File: src/rtl/mgmt_pkg.sv
package mgmt_pkg;

  typedef enum logic [3:0] {
    ST_HUNT,
    ST_START,
    ST_OPC,
    ST_PHY,
    ST_REG,
    ST_TA_RD,
    ST_TA_WR,
    ST_RDATA,
    ST_WDATA,
    ST_SKIP
  } mgmt_state_e;

  typedef enum logic [1:0] {
    OPK_READ,
    OPK_WRITE,
    OPK_BAD
  } mgmt_opk_e;

  // bits left in a frame after the station field: register field,
  // two turnaround bits, data field
  function automatic int unsigned tail_bits(int unsigned aw, int unsigned dw);
    return aw + 2 + dw;
  endfunction

  // first received opcode bit is op[1]
  function automatic mgmt_opk_e op_kind(logic [1:0] op);
    case (op)
      2'b10:   return OPK_READ;
      2'b01:   return OPK_WRITE;
      default: return OPK_BAD;
    endcase
  endfunction

endpackage

File: src/rtl/mgmt_edge_sync.sv
module mgmt_edge_sync #(
  parameter int STAGES = 2
) (
  input  logic clk,
  input  logic rst_n,
  input  logic mdc_i,
  input  logic mdio_i,
  output logic bit_stb,
  output logic bit_val
);

  logic [STAGES-1:0] mdc_pipe;
  logic [STAGES-1:0] mdio_pipe;
  logic              mdc_prev;

  generate
    if (STAGES == 1) begin : g_one
      always_ff @(posedge clk) begin
        if (!rst_n) begin
          mdc_pipe  <= '0;
          mdio_pipe <= '1;
        end else begin
          mdc_pipe  <= mdc_i;
          mdio_pipe <= mdio_i;
        end
      end
    end else begin : g_many
      always_ff @(posedge clk) begin
        if (!rst_n) begin
          mdc_pipe  <= '0;
          mdio_pipe <= '1;
        end else begin
          mdc_pipe  <= {mdc_pipe[STAGES-2:0], mdc_i};
          mdio_pipe <= {mdio_pipe[STAGES-2:0], mdio_i};
        end
      end
    end
  endgenerate

  always_ff @(posedge clk) begin
    if (!rst_n) mdc_prev <= 1'b0;
    else        mdc_prev <= mdc_pipe[STAGES-1];
  end

  // data and clock travel through equal-length chains, so the data bit
  // seen with the edge is the one present when the clock rose
  assign bit_stb = mdc_pipe[STAGES-1] & ~mdc_prev;
  assign bit_val = mdio_pipe[STAGES-1];

  AST_EDGE_ISOLATED: assert property (@(posedge clk) disable iff (!rst_n)
    bit_stb |=> !bit_stb);

endmodule

File: src/rtl/mgmt_frame.sv
module mgmt_frame
  import mgmt_pkg::*;
#(
  parameter int              AW       = 5,
  parameter int              DW       = 16,
  parameter logic [AW-1:0]   PHY_ADDR = 5'h10
) (
  input  logic          clk,
  input  logic          rst_n,
  input  logic          bit_stb,
  input  logic          bit_val,
  output logic [AW-1:0] reg_addr,
  output logic [DW-1:0] reg_wdata,
  output logic          reg_we,
  output logic          rd_load,
  output logic          rd_shift,
  output logic          rd_done,
  output logic          rd_phase
);

  localparam int SKIP_LEN = int'(tail_bits(AW, DW));
  localparam int CW       = $clog2(SKIP_LEN + 1);
  localparam int SW       = (DW > AW) ? DW : AW;

  mgmt_state_e   state;
  logic [CW-1:0] cnt;
  logic [SW-1:0] sh;
  logic [SW-1:0] sh_next;
  logic [1:0]    op_q;
  logic [AW-1:0] addr_q;
  logic [DW-1:0] wdata_q;
  logic          we_q, load_q, shift_q, done_q;

  assign sh_next = {sh[SW-2:0], bit_val};

  always_ff @(posedge clk) begin
    if (!rst_n) begin
      state   <= ST_HUNT;
      cnt     <= '0;
      sh      <= '0;
      op_q    <= '0;
      addr_q  <= '0;
      wdata_q <= '0;
      we_q    <= 1'b0;
      load_q  <= 1'b0;
      shift_q <= 1'b0;
      done_q  <= 1'b0;
    end else begin
      we_q    <= 1'b0;
      load_q  <= 1'b0;
      shift_q <= 1'b0;
      done_q  <= 1'b0;
      if (bit_stb) begin
        case (state)
          ST_HUNT: begin
            if (!bit_val) state <= ST_START;
          end
          ST_START: begin
            if (bit_val) begin
              state <= ST_OPC;
              cnt   <= '0;
            end
          end
          ST_OPC: begin
            sh <= sh_next;
            if (cnt == CW'(1)) begin
              op_q <= sh_next[1:0];
              cnt  <= '0;
              if (op_kind(sh_next[1:0]) == OPK_BAD) state <= ST_HUNT;
              else                                  state <= ST_PHY;
            end else begin
              cnt <= cnt + 1'b1;
            end
          end
          ST_PHY: begin
            sh <= sh_next;
            if (cnt == CW'(AW - 1)) begin
              cnt <= '0;
              if (sh_next[AW-1:0] == PHY_ADDR) state <= ST_REG;
              else                             state <= ST_SKIP;
            end else begin
              cnt <= cnt + 1'b1;
            end
          end
          ST_REG: begin
            sh <= sh_next;
            if (cnt == CW'(AW - 1)) begin
              cnt    <= '0;
              addr_q <= sh_next[AW-1:0];
              state  <= (op_kind(op_q) == OPK_READ) ? ST_TA_RD : ST_TA_WR;
            end else begin
              cnt <= cnt + 1'b1;
            end
          end
          ST_TA_RD: begin
            load_q <= 1'b1;
            cnt    <= '0;
            state  <= ST_RDATA;
          end
          ST_RDATA: begin
            if (cnt == CW'(DW)) begin
              done_q <= 1'b1;
              state  <= ST_HUNT;
            end else begin
              shift_q <= 1'b1;
              cnt     <= cnt + 1'b1;
            end
          end
          ST_TA_WR: begin
            if (cnt == CW'(1)) begin
              cnt   <= '0;
              state <= ST_WDATA;
            end else begin
              cnt <= cnt + 1'b1;
            end
          end
          ST_WDATA: begin
            sh <= sh_next;
            if (cnt == CW'(DW - 1)) begin
              wdata_q <= sh_next[DW-1:0];
              we_q    <= 1'b1;
              state   <= ST_HUNT;
            end else begin
              cnt <= cnt + 1'b1;
            end
          end
          ST_SKIP: begin
            if (cnt == CW'(SKIP_LEN - 1)) state <= ST_HUNT;
            else                          cnt   <= cnt + 1'b1;
          end
          default: state <= ST_HUNT;
        endcase
      end
    end
  end

  assign reg_addr  = addr_q;
  assign reg_wdata = wdata_q;
  assign reg_we    = we_q;
  assign rd_load   = load_q;
  assign rd_shift  = shift_q;
  assign rd_done   = done_q;
  assign rd_phase  = (state == ST_RDATA);

  AST_WE_SINGLE: assert property (@(posedge clk) disable iff (!rst_n)
    reg_we |=> !reg_we);
  AST_WE_FOLLOWS_BIT: assert property (@(posedge clk) disable iff (!rst_n)
    reg_we |-> $past(bit_stb));
  AST_LOAD_FOLLOWS_BIT: assert property (@(posedge clk) disable iff (!rst_n)
    rd_load |-> $past(bit_stb));
  AST_NO_SKIP_STROBE: assert property (@(posedge clk) disable iff (!rst_n)
    (state == ST_SKIP) |-> !(rd_load || reg_we));

endmodule

File: src/rtl/mgmt_rd_drive.sv
module mgmt_rd_drive #(
  parameter int DW = 16
) (
  input  logic          clk,
  input  logic          rst_n,
  input  logic          load,
  input  logic          shift,
  input  logic          done,
  input  logic [DW-1:0] rdata,
  output logic          mdio_o,
  output logic          mdio_oe
);

  logic [DW-1:0] sh;

  always_ff @(posedge clk) begin
    if (!rst_n) begin
      sh      <= '0;
      mdio_o  <= 1'b0;
      mdio_oe <= 1'b0;
    end else if (load) begin
      // second turnaround bit: start driving, value 0
      sh      <= rdata;
      mdio_o  <= 1'b0;
      mdio_oe <= 1'b1;
    end else if (shift) begin
      mdio_o  <= sh[DW-1];
      sh      <= {sh[DW-2:0], 1'b0};
      mdio_oe <= 1'b1;
    end else if (done) begin
      mdio_o  <= 1'b0;
      mdio_oe <= 1'b0;
    end
  end

  AST_TA_DRIVES_ZERO: assert property (@(posedge clk) disable iff (!rst_n)
    $rose(mdio_oe) |-> !mdio_o);
  AST_ONE_COMMAND: assert property (@(posedge clk) disable iff (!rst_n)
    $onehot0({load, shift, done}));

endmodule

File: src/rtl/mgmt_target.sv
module mgmt_target #(
  parameter int            AW          = 5,
  parameter int            DW          = 16,
  parameter int            SYNC_STAGES = 2,
  parameter logic [AW-1:0] PHY_ADDR    = 5'h10
) (
  input  logic          clk,
  input  logic          rst_n,
  input  logic          mdc_i,
  input  logic          mdio_i,
  output logic          mdio_o,
  output logic          mdio_oe,
  output logic [AW-1:0] reg_addr,
  output logic [DW-1:0] reg_wdata,
  output logic          reg_we,
  output logic          reg_rd,
  input  logic [DW-1:0] reg_rdata
);

  logic bit_stb, bit_val;
  logic rd_load, rd_shift, rd_done, rd_phase;

  mgmt_edge_sync #(.STAGES(SYNC_STAGES)) i_sync (
    .clk     (clk),
    .rst_n   (rst_n),
    .mdc_i   (mdc_i),
    .mdio_i  (mdio_i),
    .bit_stb (bit_stb),
    .bit_val (bit_val)
  );

  mgmt_frame #(.AW(AW), .DW(DW), .PHY_ADDR(PHY_ADDR)) i_frame (
    .clk       (clk),
    .rst_n     (rst_n),
    .bit_stb   (bit_stb),
    .bit_val   (bit_val),
    .reg_addr  (reg_addr),
    .reg_wdata (reg_wdata),
    .reg_we    (reg_we),
    .rd_load   (rd_load),
    .rd_shift  (rd_shift),
    .rd_done   (rd_done),
    .rd_phase  (rd_phase)
  );

  mgmt_rd_drive #(.DW(DW)) i_drive (
    .clk     (clk),
    .rst_n   (rst_n),
    .load    (rd_load),
    .shift   (rd_shift),
    .done    (rd_done),
    .rdata   (reg_rdata),
    .mdio_o  (mdio_o),
    .mdio_oe (mdio_oe)
  );

  assign reg_rd = rd_load;

  AST_OE_IN_READ: assert property (@(posedge clk) disable iff (!rst_n)
    mdio_oe |-> (rd_phase || $past(rd_phase)));
  AST_ADDR_HELD: assert property (@(posedge clk) disable iff (!rst_n)
    mdio_oe |-> $stable(reg_addr));
  AST_NO_WE_WHILE_DRIVING: assert property (@(posedge clk) disable iff (!rst_n)
    !(reg_we && mdio_oe));
  AST_OUT_MOVES_ON_EDGE: assert property (@(posedge clk) disable iff (!rst_n)
    $rose(mdio_oe) |-> $past(bit_stb, 2));

endmodule

File: config.mk
export PLATFORM = sky130hd
export DESIGN_NAME = mgmt_target
export DESIGN_NICKNAME = d
export VERILOG_FILES = /design/src/rtl/mgmt_pkg.sv /design/src/rtl/mgmt_edge_sync.sv /design/src/rtl/mgmt_frame.sv /design/src/rtl/mgmt_rd_drive.sv /design/src/rtl/mgmt_target.sv
export SDC_FILE = /design/constraint.sdc
export NUM_CORES = 1
export LEC_CHECK = 0
export BUFFER_PORTS_ARGS = -buffer_cell sky130_fd_sc_hd__buf_2
export CORE_ASPECT_RATIO = 1.75
export CORE_MARGIN = 2
export CORE_UTILIZATION = 52
export DETAILED_ROUTE_END_ITERATION = 10
export GPL_ROUTABILITY_DRIVEN = 0
export GPL_TIMING_DRIVEN = 0
export PLACE_DENSITY = 0.76
export RECOVER_POWER = 25
export SYNTH_ARGS = -nofsm -noshare
export SYNTH_HDL_FRONTEND = slang
export SYNTH_HIERARCHICAL = 1
export SYNTH_SLANG_ARGS = --single-unit
export TNS_END_PERCENT = 30
File: constraint.sdc
create_clock -name clk -period 1.5 [get_ports clk]
set_input_delay 0.075 -clock clk [delete_from_list [all_inputs] [get_ports clk]]
set_output_delay 0.075 -clock clk [all_outputs]
set_load 0.02 [all_outputs]
==> summary.txt <==
Floorplan
  • Die extent in y: roughly 110 um
  • Floorplan row count: 39
  • Die area: 0.00724 mm^2
  • Ports: 45
  • Initial Util: 52.9%
  • Core ar.: 0.00644 mm^2
  • Chip width: 65.2 um

Run status
  • Status: finished with violations
  • Failing checks: setup timing

Worst setup path
  • Slowest library cell on the worst path: dfxtp_4
  • FF-to-FF setup slack: -290 ps
  • Cells along the critical path: inv_4, ha_4, and4bb_4, o22ai_4, a221oi_4, nand2_2, o41ai_2
  • CP required: 1730 ps
  • WP data arrival: 2020 ps
  • FF-to-FF path depth: 7
  • CP endpoint kind: register
  • Reg-to-reg startpoint: i_frame/cnt[0]$_SDFFE_PN0P_
  • Setup crit start: i_frame/cnt[0]$_SDFFE_PN0P_
  • CP endpoint: i_frame/state[1]$_SDFFE_PN0P_
  • Setup Crit Path Kind: reg2reg
  • Startpoint Class: register
  • Crit Path Max Fanout: 5
  • Reg-to-Reg End: i_frame/state[1]$_SDFFE_PN0P_
  • Worst path max stage delay: 370 ps

Logic synthesis
  • Mapped Avg Cell Area: 9.60 um^2
  • Area contributors post-synth: dfxtp_1 43%, mux2i_1 7.1%, mux2_2 5.0%, nand2_1 4.8%, o211a_1 4.4%
  • Synth warn: 6
  • Synthesis-stage register bit count: 74
  • Syn_nets: roughly 380
  • Synth area leader: dfxtp_1
  • Synth unique cells: 51
  • Asr flop ratio synth: 0%
  • Area share of the largest cell type after synthesis: between 40% and 50%
  • Synth Instances: 355
  • Top_reg_cell synth: dfxtp_1
  • Synthesized area: 0.00341 mm^2
  • Post-synth EDFFs: 0
  • Sequential element share of the synthesized area: 43.5%

Timing
  • Final Hold Fails: 0
  • Crit path time final: 1790 ps
  • Final setup viols: 40
  • Final Skew: 4.79 ps
  • FMAX: 558 MHz
  • Worst-margin pin slew: between 600 and 700 ps
  • Slew headroom: around three fifths
  • RSZ-0062 raised after global routing: yes
  • Final period util: 119%
  • Pins Over Slew Limit: 0
  • Final WS setup: -292 ps
  • Hold slack: about 6.8 ps
  • Setup TNS Final: -5300 ps

Clock tree
  • Clock Sinks: 74
  • Reg clk slew, reported paths: 50 ps
  • Clock tree buffer depth: 2
  • Clock Root Buffer: clkbuf_16
  • Clock Latency Late Sink: 330 ps
  • CTS tree: done
  • CTS H-tree depth: 3
  • TritonCTS Buffers: 9

Pwr
  • Power, Total: ~4.3 mW
  • PD cells: between 900 and 1000 mW/mm^2
  • Cell leakage power: 2.03 nW
  • Max VDD drop: 0.578 mV

Detailed routing
  • Iter 0 DRT Violations: 172
  • Pre-Repair DR Iteration Count: 5
  • Vias: 2841
  • Vias/cell: 5.57
  • ANT nets after route: 0
  • Routed WL per cell: approximately 16 um
  • Post-Route WL: around 8000 um
  • Residual DRC: 0

Flow run
  • Maxcap violations: 0

Global route
  • Total GRT Usage: 22.6%
  • GRT overflow: 0
  • Largest net degree at the start of global routing: 12
  • Number of global-route vias before repair: 2789
  • First-pass GRT wire length: 12600 um
  • Initial antenna violation count: 0

Layout
  • Final nets: 450
  • P&R area growth vs syn: 28.6%
  • Cell area after layout: 0.00438 mm^2
  • Share of layout cells above drive strength 1: 32.0%
  • Ant diodes: 0
  • Commonest cells after routing, fill and taps aside: 69 x dfxtp_1, 44 x nand2_1, 40 x buf_2, 29 x nor2_1, 24 x mux2i_1
  • Most common cell after layout, fill and taps aside: dfxtp_1
  • Finished Core Util: 68.0%

Placed design
  • Buffers on Ports: 44
  • DP HPWL: 5190 um
  • Cell Area, Placed: 0.00375 mm^2

Worst hold path
  • Cell depth of the worst hold path: 3
  • Min-delay worst type: in2reg
worst max-delay path, delay by kind of cell (launching register included):
kind	cells	cell delay (ps)
buf+inv	1	70
compound gates	3	670
fa+ha+maj	1	140
simple gates	2	430
flops	1	370
power by group:
part,leakage [nW],internal (mW),switching (mW)
Combinational,1.28,0.0543,0.0699
Clock,0.152,1.41,0.766
Sequential,0.600,1.97,0.00471
Total,2.03,3.44,0.841
what timing repair did:
action                                 CTS  global route
cloned                                   0             1
gates resized for setup                 31            23
hold buffers                             2             0
buffers inserted                         5             7
setup endpoints to repair               48            48
endpoints found under the hold margin    2             0
pin swaps                               12             7
synthesized netlist by cell type, types with 2 or more instances:
| library cell | number |
|---|---|
| dfxtp_1 | 74 |
| nand2_1 | 44 |
| nor2_1 | 32 |
| mux2i_1 | 24 |
| nand2b_1 | 22 |
| a21oi_1 | 19 |
| mux2_2 | 15 |
| o211a_1 | 15 |
| buf_2 | 9 |
| clkbuf_1 | 9 |
| inv_1 | 8 |
| nand3_1 | 7 |
| ha_1 | 6 |
| nor2b_1 | 6 |
| o21ai_0 | 6 |
| and2_1 | 5 |
| a211oi_1 | 4 |
| nand3b_1 | 4 |
| buf_6 | 3 |
| o211ai_1 | 3 |
| or3b_1 | 3 |
| and4b_1 | 2 |
| nand2_2 | 2 |
| nand4_1 | 2 |
| nand4b_1 | 2 |
| o21ai_1 | 2 |
| o22ai_1 | 2 |
| o31a_1 | 2 |
kinds of logic (layout without fill, tap and decap cells):
kind of cell	Yosys count	after routing	share of synthesized area, %
and+or+nand+nor	140	140	21.8
buffers and inverters	31	104	4.74
adders and majority gates	6	6	2.20
AOI/OAI and AO/OA	65	65	15.8
muxes	39	39	12.0
DFF	74	74	43.5
final cells by class:
class | count | area [um^2]
fillers | 530 | 2060
multi-input cells | 250 | 1940
flip-flops and latches | 74 | 1490
repair buffers | 59 | 353
clock buffers | 13 | 270
plain buffers | 21 | 158
well taps | 82 | 103
inverters | 9 | 38.8
clock inverters | 2 | 35.0
metal layers:
layer	global-route usage, %	vias to the layer above	wire (um)
met4	15.1	0	443
met5	0	-	0
met3	5.58	42	291
met1	22.9	1332	3000
met2	39.2	85	4220
li1	-	1382	-
sequential cells by signal, indices dropped and copies added (netlist names), 2 cells and up:
| name | count |
|---|---|
| i_frame/cnt | 5 |
| i_frame/sh | 15 |
| i_frame/op_q | 2 |
| i_frame/reg_wdata | 16 |
| i_frame/reg_addr | 5 |
| i_sync/mdc_pipe | 2 |
| i_frame/state | 4 |
| i_drive/sh | 16 |
| i_sync/mdio_pipe | 2 |
per-stage QoR:
step,cells,setup slack (ps)
after floorplan,355,-172
after global placement,481,-538
after detailed placement,481,-541
after CTS,502,-243
after global routing,510,-355
final,510,-292
worst min path at each step:
stage	startpoint	to
2_1_floorplan	rst_n	i_sync/mdio_pipe[0]$_SDFF_PN1_
3_3_place_gp	mdio_i	i_sync/mdio_pipe[0]$_SDFF_PN1_
3_5_place_dp	mdio_i	i_sync/mdio_pipe[0]$_SDFF_PN1_
4_1_cts	reg_rdata[0]	i_drive/sh[0]$_SDFFE_PN0P_
5_1_grt	reg_rdata[0]	i_drive/sh[0]$_SDFFE_PN0P_
6_report	reg_rdata[0]	i_drive/sh[0]$_SDFFE_PN0P_
Note: power is estimated with default switching activity, not from simulation.
